[src/rtl/mbox_pkg.sv]
package mbox_pkg;
  localparam int MB_WORD_W    = 24;
  localparam int MB_BYTE_W    = 8;
  localparam int MB_ADDR_W    = 3;
  localparam int MB_STAT_W    = 8;
  localparam int MB_LANE_BASE = 5;

  // host register map (lane order is behaviour: base is high byte)
  localparam logic [MB_ADDR_W-1:0] HA_CTRL = 3'd0;
  localparam logic [MB_ADDR_W-1:0] HA_STAT = 3'd1;

  // host control bit positions
  localparam int HC_RREQ  = 0;
  localparam int HC_HFLAG = 3;
  // core status bit positions
  localparam int CS_RXFULL = 0;
  localparam int CS_TXEMPTY = 1;
  localparam int CS_HFLAG  = 3;

  // byte lane extraction, lane 0 = most significant byte
  function automatic logic [MB_BYTE_W-1:0] lane_byte(
      input logic [MB_WORD_W-1:0] w, input int lane);
    int lanes;
    lanes = MB_WORD_W / MB_BYTE_W;
    return w[(lanes-1-lane)*MB_BYTE_W +: MB_BYTE_W];
  endfunction

  // bit offset of a lane inside the word
  function automatic int lane_lsb(input int lane);
    int lanes;
    lanes = MB_WORD_W / MB_BYTE_W;
    return (lanes - 1 - lane) * MB_BYTE_W;
  endfunction
endpackage

[src/rtl/mbox_c2h_path.sv]
module mbox_c2h_path #(
  parameter int WORD_W = mbox_pkg::MB_WORD_W
) (
  input  logic              clk,
  input  logic              rst_n,
  input  logic              wr_tx,
  input  logic [WORD_W-1:0] wdata,
  input  logic              rd_low,
  output logic [WORD_W-1:0] tx_word,
  output logic              tx_empty,
  output logic [WORD_W-1:0] rx_word,
  output logic              rx_full,
  output logic              move
);
  logic [WORD_W-1:0] txq, rxq;
  logic              te_q, rf_q;

  assign move     = !te_q && !rf_q;
  assign tx_word  = txq;
  assign tx_empty = te_q;
  assign rx_word  = rxq;
  assign rx_full  = rf_q;

  always_ff @(posedge clk) begin
    if (!rst_n) begin
      txq  <= '0;
      rxq  <= '0;
      te_q <= 1'b1;
      rf_q <= 1'b0;
    end else begin
      if (move) begin
        rxq  <= txq;
        rf_q <= 1'b1;
        te_q <= 1'b1;
      end else if (rd_low) begin
        rf_q <= 1'b0;
      end
      // a fresh core write wins over the refill of the empty flag
      if (wr_tx) begin
        txq  <= wdata;
        te_q <= 1'b0;
      end
    end
  end
endmodule

[src/rtl/mbox_h2c_path.sv]
module mbox_h2c_path #(
  parameter int WORD_W = mbox_pkg::MB_WORD_W,
  parameter int BYTE_W = mbox_pkg::MB_BYTE_W,
  localparam int LANES = WORD_W / BYTE_W
) (
  input  logic              clk,
  input  logic              rst_n,
  input  logic [LANES-1:0]  lane_we,
  input  logic [BYTE_W-1:0] wbyte,
  input  logic              core_rd,
  output logic [WORD_W-1:0] stage_word,
  output logic              tx_empty,
  output logic [WORD_W-1:0] rx_word,
  output logic              rx_full,
  output logic              move
);
  logic [WORD_W-1:0] rxq;
  logic              te_q, rf_q;
  logic              complete;

  for (genvar l = 0; l < LANES; l++) begin : g_lane
    logic [BYTE_W-1:0] lane_q;
    always_ff @(posedge clk) begin
      if (!rst_n)          lane_q <= '0;
      else if (lane_we[l]) lane_q <= wbyte;
    end
    assign stage_word[mbox_pkg::lane_lsb(l) +: BYTE_W] = lane_q;
  end

  // the last (least significant) lane closes a word
  assign complete = lane_we[LANES-1];
  assign move     = !te_q && !rf_q;
  assign tx_empty = te_q;
  assign rx_word  = rxq;
  assign rx_full  = rf_q;

  always_ff @(posedge clk) begin
    if (!rst_n) begin
      rxq  <= '0;
      te_q <= 1'b1;
      rf_q <= 1'b0;
    end else begin
      if (move) begin
        rxq  <= stage_word;
        rf_q <= 1'b1;
        te_q <= 1'b1;
      end else if (core_rd) begin
        rf_q <= 1'b0;
      end
      if (complete) te_q <= 1'b0;
    end
  end
endmodule

[src/rtl/mbox_host_port.sv]
module mbox_host_port #(
  parameter int WORD_W = mbox_pkg::MB_WORD_W,
  parameter int BYTE_W = mbox_pkg::MB_BYTE_W,
  parameter int ADDR_W = mbox_pkg::MB_ADDR_W,
  localparam int LANES = WORD_W / BYTE_W
) (
  input  logic              clk,
  input  logic              rst_n,
  input  logic [ADDR_W-1:0] addr,
  input  logic              rd,
  input  logic              wr,
  input  logic [BYTE_W-1:0] wdata,
  input  logic [WORD_W-1:0] rx_word,
  input  logic              rx_full,
  input  logic              tx_empty,
  output logic [BYTE_W-1:0] rdata,
  output logic              rreq_en,
  output logic              hflag,
  output logic              low_read,
  output logic [LANES-1:0]  lane_we
);
  import mbox_pkg::*;

  logic [LANES-1:0] lane_hit;
  logic             ctrl_wr;

  for (genvar l = 0; l < LANES; l++) begin : g_dec
    assign lane_hit[l] = (addr == ADDR_W'(MB_LANE_BASE + l));
    assign lane_we[l]  = wr && lane_hit[l];
  end

  assign ctrl_wr  = wr && (addr == HA_CTRL);
  assign low_read = rd && lane_hit[LANES-1];

  always_ff @(posedge clk) begin
    if (!rst_n) begin
      rreq_en <= 1'b0;
      hflag   <= 1'b0;
    end else if (ctrl_wr) begin
      rreq_en <= wdata[HC_RREQ];
      hflag   <= wdata[HC_HFLAG];
    end
  end

  always_comb begin
    rdata = '0;
    if (addr == HA_CTRL) begin
      rdata[HC_RREQ]  = rreq_en;
      rdata[HC_HFLAG] = hflag;
    end else if (addr == HA_STAT) begin
      rdata[0] = rx_full;
      rdata[1] = tx_empty;
    end
    for (int l = 0; l < LANES; l++) begin
      if (lane_hit[l]) rdata = lane_byte(rx_word, l);
    end
  end
endmodule

[src/rtl/word_mailbox.sv]
module word_mailbox #(
  parameter int WORD_W = mbox_pkg::MB_WORD_W,
  parameter int BYTE_W = mbox_pkg::MB_BYTE_W,
  parameter int ADDR_W = mbox_pkg::MB_ADDR_W,
  parameter int STAT_W = mbox_pkg::MB_STAT_W,
  localparam int LANES = WORD_W / BYTE_W
) (
  input  logic              clk,
  input  logic              rst_n,
  input  logic              core_wr_tx,
  input  logic [WORD_W-1:0] core_wdata,
  input  logic              core_rd_rx,
  output logic [WORD_W-1:0] core_rx_data,
  input  logic              core_ctl_we,
  input  logic [1:0]        core_ctl_wdata,
  output logic [STAT_W-1:0] core_status,
  output logic              core_tx_irq,
  output logic              core_rx_irq,
  input  logic [ADDR_W-1:0] host_addr,
  input  logic              host_rd,
  input  logic              host_wr,
  input  logic [BYTE_W-1:0] host_wdata,
  output logic [BYTE_W-1:0] host_rdata,
  output logic              host_irq
);
  import mbox_pkg::*;

  // named internal events, visible to the bound checker
  logic              c2h_move, h2c_move, host_low_read;
  logic [WORD_W-1:0] c2h_tx_word, c2h_rx_word, h2c_stage;
  logic              c2h_tx_empty, c2h_rx_full, h2c_tx_empty, h2c_rx_full;
  logic [LANES-1:0]  lane_we;
  logic              rreq_en, hflag;
  logic              rx_ie, tx_ie;

  mbox_c2h_path #(.WORD_W(WORD_W)) u_c2h (
    .clk(clk), .rst_n(rst_n),
    .wr_tx(core_wr_tx), .wdata(core_wdata), .rd_low(host_low_read),
    .tx_word(c2h_tx_word), .tx_empty(c2h_tx_empty),
    .rx_word(c2h_rx_word), .rx_full(c2h_rx_full), .move(c2h_move)
  );

  mbox_h2c_path #(.WORD_W(WORD_W), .BYTE_W(BYTE_W)) u_h2c (
    .clk(clk), .rst_n(rst_n),
    .lane_we(lane_we), .wbyte(host_wdata), .core_rd(core_rd_rx),
    .stage_word(h2c_stage), .tx_empty(h2c_tx_empty),
    .rx_word(core_rx_data), .rx_full(h2c_rx_full), .move(h2c_move)
  );

  mbox_host_port #(.WORD_W(WORD_W), .BYTE_W(BYTE_W), .ADDR_W(ADDR_W)) u_host (
    .clk(clk), .rst_n(rst_n),
    .addr(host_addr), .rd(host_rd), .wr(host_wr), .wdata(host_wdata),
    .rx_word(c2h_rx_word), .rx_full(c2h_rx_full), .tx_empty(h2c_tx_empty),
    .rdata(host_rdata), .rreq_en(rreq_en), .hflag(hflag),
    .low_read(host_low_read), .lane_we(lane_we)
  );

  always_ff @(posedge clk) begin
    if (!rst_n) begin
      rx_ie <= 1'b0;
      tx_ie <= 1'b0;
    end else if (core_ctl_we) begin
      rx_ie <= core_ctl_wdata[0];
      tx_ie <= core_ctl_wdata[1];
    end
  end

  always_comb begin
    core_status             = '0;
    core_status[CS_RXFULL]  = h2c_rx_full;
    core_status[CS_TXEMPTY] = c2h_tx_empty;
    core_status[CS_HFLAG]   = hflag;
  end

  assign core_tx_irq = tx_ie && c2h_tx_empty;
  assign core_rx_irq = rx_ie && h2c_rx_full;
  assign host_irq    = rreq_en && c2h_rx_full;
endmodule

[config.mk]
export PLATFORM = sky130hd
export DESIGN_NAME = word_mailbox
export DESIGN_NICKNAME = d
export VERILOG_FILES = /design/src/rtl/mbox_pkg.sv /design/src/rtl/mbox_c2h_path.sv /design/src/rtl/mbox_h2c_path.sv /design/src/rtl/mbox_host_port.sv /design/src/rtl/word_mailbox.sv
export SDC_FILE = /design/constraint.sdc
export NUM_CORES = 1
export LEC_CHECK = 0
export BUFFER_PORTS_ARGS = -buffer_cell sky130_fd_sc_hd__buf_4
export CORE_MARGIN = 2
export CORE_UTILIZATION = 35
export CTS_CLUSTER_DIAMETER = 50
export DETAILED_ROUTE_END_ITERATION = 12
export HOLD_SLACK_MARGIN = 0.08
export PLACE_DENSITY = 0.6
export SYNTH_ARGS = -nofsm -noshare
export SYNTH_HDL_FRONTEND = slang
export SYNTH_SLANG_ARGS = --single-unit
[constraint.sdc]
create_clock -name clk -period 1.55 [get_ports clk]
set_input_delay 0.155 -clock clk [delete_from_list [all_inputs] [get_ports clk]]
set_output_delay 0.155 -clock clk [all_outputs]
set_load 0.03 [all_outputs]
==> results.cfg <==
[timing]
finalCritPeriodShare = 0.951
drv_slew = 0
final_setup_violation_count = 0
unrepaired_setup_endpoints_after_global_routing = false
hold_viol_final = 0
final.setup.tns_ps = 0
finalClockSkew_ps = 4.62
finalWorstPathRequiredPeriod_ps = 1470
max_freq_mhz = 678

[yosys]
synth-warning-count = 0
avgSynthCellArea_um2 = 9.15
muxShareOfSynthArea = 0.0918
fraction_of_the_yosys_area_taken_by_sequential_cells = 0.493
yosys.area.top_type = sky130_fd_sc_hd__dfxtp_1
cells_taking_the_most_area_after_synthesis = sky130_fd_sc_hd__dfxtp_1, sky130_fd_sc_hd__nand2_1, sky130_fd_sc_hd__mux2i_1
synth_top_area_frac = 0.493
synth-adder-area-share = 0
synthXorXnorAreaFrac = 0
post_synth_and_or_nand_nor_area_fraction = 0.219
syn_area_um2 = 4230
synthFlopType = sky130_fd_sc_hd__dfxtp_1
synthMostInstantiatedCell = sky130_fd_sc_hd__nand2_1
netlist_top_cells_count = sky130_fd_sc_hd__nand2_1, sky130_fd_sc_hd__dfxtp_1, sky130_fd_sc_hd__a21boi_0
fraction_of_the_mapped_netlist_area_in_compound_gates = 0.139
post_synth_inst_count = 462
synth_async_sr_flop_share = 0
yosys.cell_types.count = 35
number_of_flops_mapped_to_enable_cells_by_yosys = 0
synth_top_family_by_area = simple AND/OR/NAND/NOR gates
yosys_register_bits = 104

[final_layout]
finalCoreUtilization = 0.451
final.fill_count = 1170
final_cell_area_um2 = 5370
diodes = 0
synthToLayoutAreaGrowth_pct = 27.0
num-nets-final = 588
layout-drive-gt1-share = 0.208

[detailed_routing]
detailroute.via_count = 3275
drtAntennaViolNets = 0
drt_wl_cell_um = 13.4
drtPass1Iterations = 4
drtIter0Drc = 101
detail_route.drc_violations = 0
vias_per_cell = 4.71
aggregate_routed_wire_length_um = 9350

[die]
placementRows = 40
die_height_um = 114
die_area_um2 = 13000
floorplan.initialDensity = 0.355
core_area_um2 = 11900
io-pin-count = 87
fp.dieW_um = 114

[global_route]
first_pass_grt_wire_length_um = 15200
grt_usage = 0.150
grt_overflow_total = 0
grt_max_degree = 42
antenna_violations_before_repair = 0
grt_pass1_vias = 3164

[cts]
max-clock-path-buffers = 2
htree_num_levels = 3
cts_root_buf = sky130_fd_sc_hd__clkbuf_16
worstSkewPairLatency_ps = 340
cts_tree = yes
clk_pin_slew_ps = 70
numCtsBuffers = 9
clkSinkCount = 104

[worst_setup_path]
worst_setup_path_startpoint = u_h2c.tx_empty
worst-endpoint-required_ps = 1390
crit_arrival_ps = 1320
regToRegEndpoint = u_h2c.rx_full
critical_path.startpoint_type = register
worst-r2r-setup-slack_ps = 290
worst_r2r_startpoint = u_h2c.rx_full
timing.critical_path.to_type = output pin
reg2reg_depth = 3
crit_type = reg2out
critical_path.max_fanout = 4
crit_path_end = host_rdata[1]

[power]
total_leakage_power_uw = 0.00210
power-per-cell-area_nw_per_um2 = 1040
irDropWorstVdd_uv = 978

[flow_run]
max_cap_viol_count = 0

[status]
outcome = complete, no violations

[place]
io_buffer_count = 81
detailedPlacementHpwl_um = 6560
standard_cell_area_after_detailed_placement_um2 = 4840
rd_place_congestion = 0.818

[hold_path]
timing.hold.worst.class = in2reg
[metrics by stage]
| step | hold WS, ps | cells | setup WS [ps] | total power (uW) |
|---|---|---|---|---|
| after floorplan | 290 | 466 | 50.1 | 3150 |
| after global placement | 415 | 659 | 259 | 3300 |
| after detailed placement | 419 | 659 | 230 | 3310 |
| after CTS | 80.1 | 696 | 14.6 | 5630 |
| after global routing | 90.9 | 696 | 0.978 | 5780 |
| final | 86.4 | 696 | 75.9 | 5570 |
[how the worst min path moves through the flow]
| stage | startpoint | to | depth (start not counted) |
|---|---|---|---|
| 4_1_cts | core_wdata[12] | u_c2h.tx_word[12] | 3 |
| 2_1_floorplan | host_wdata[0] | u_h2c.g_lane[0].lane_q[0] | 2 |
| 6_report | core_wdata[15] | u_c2h.tx_word[15] | 3 |
| 3_5_place_dp | core_wdata[22] | u_c2h.tx_word[22] | 3 |
| 5_1_grt | core_wdata[18] | u_c2h.tx_word[18] | 3 |
| 3_3_place_gp | core_wdata[20] | u_c2h.tx_word[20] | 3 |
[critical path: stages, from the launching register on]
cell                      delay, ps
sky130_fd_sc_hd__dfxtp_1        330
sky130_fd_sc_hd__mux2_2         280
sky130_fd_sc_hd__nand2_1         60
sky130_fd_sc_hd__o21ai_0        110
sky130_fd_sc_hd__buf_4          190
[cells by family (layout without fill, tap and decap cells)]
group                  count (synthesis)  after routing
and+or+nand+nor                      191            191
DFF                                  104            104
AOI/OAI and AO/OA                     86             86
buffers and inverters                 42            125
muxes                                 38             38
other                                  1              5
[cell usage in the layout (no fill, tap or decap)]
master                          instances
sky130_fd_sc_hd__nand2_1              123
sky130_fd_sc_hd__dfxtp_1              103
sky130_fd_sc_hd__buf_4                 87
sky130_fd_sc_hd__a21boi_0              39
sky130_fd_sc_hd__nor2b_1               35
sky130_fd_sc_hd__mux2i_1               32
sky130_fd_sc_hd__dlygate4sd3_1         21
sky130_fd_sc_hd__a21boi_1              17
sky130_fd_sc_hd__nand3_1               16
sky130_fd_sc_hd__o21ai_0               11
sky130_fd_sc_hd__o21ai_1               10
sky130_fd_sc_hd__clkbuf_16              9
sky130_fd_sc_hd__mux2_2                 6
sky130_fd_sc_hd__conb_1                 5
sky130_fd_sc_hd__a22oi_1                4
sky130_fd_sc_hd__and2_1                 4
sky130_fd_sc_hd__clkbuf_1               3
sky130_fd_sc_hd__nand4b_1               2
sky130_fd_sc_hd__clkbuf_8               2
sky130_fd_sc_hd__and2b_1                1
sky130_fd_sc_hd__nor3b_2                1
sky130_fd_sc_hd__a31oi_1                1
sky130_fd_sc_hd__o22ai_1                1
sky130_fd_sc_hd__a22oi_2                1
sky130_fd_sc_hd__o31a_1                 1
sky130_fd_sc_hd__nor2_1                 1
sky130_fd_sc_hd__or2_2                  1
sky130_fd_sc_hd__nand4_4                1
sky130_fd_sc_hd__nand4b_4               1
sky130_fd_sc_hd__and4b_1                1
sky130_fd_sc_hd__nor2_2                 1
sky130_fd_sc_hd__or2_1                  1
sky130_fd_sc_hd__nor4b_4                1
sky130_fd_sc_hd__inv_1                  1
sky130_fd_sc_hd__nand4_1                1
sky130_fd_sc_hd__a21oi_1                1
sky130_fd_sc_hd__bufinv_16              1
sky130_fd_sc_hd__clkinvlp_4             1
sky130_fd_sc_hd__dfxtp_2                1
[registers in the layout, indices dropped and copies added, names as in the netlist, 24 cells and up]
signal,flops
u_c2h.rx_word,24
u_c2h.tx_word,24
u_h2c.g_lane.lane_q,24
u_h2c.rx_word,24
[power by group]
part / internal [uW] / switching, uW
clock: 1340 / 944
combinational: 240 / 251
sequential: 2750 / 42.2
total: 4330 / 1240
[layout make-up]
| type | instances | area [um2] | share of cell area |
|---|---|---|---|
| inverters | 1 | 3.75 | 0.000699 |
| flip-flops and latches | 104 | 2080 | 0.388 |
| multi-input cells | 320 | 1930 | 0.360 |
| repair buffers | 108 | 863 | 0.161 |
| clock buffers | 14 | 264 | 0.0492 |
| clock inverters | 2 | 37.5 | 0.00699 |
| well taps | 147 | 184 | 0.0343 |
[per-layer routing]
metal  global-route usage  wire length [um]
met1                0.192              4290
met2                0.247              4360
met3               0.0494               612
met4               0.0358                90
met5                    0                 0
[timing repair]
item | CTS | global route
hold buffers | 21 | 0
setup endpoints to repair | 0 | 3
setup buffers | 0 | 0
endpoints found under the hold margin | 21 | 0
resized for setup | 0 | 3
(Power assumes the default switching activity.)
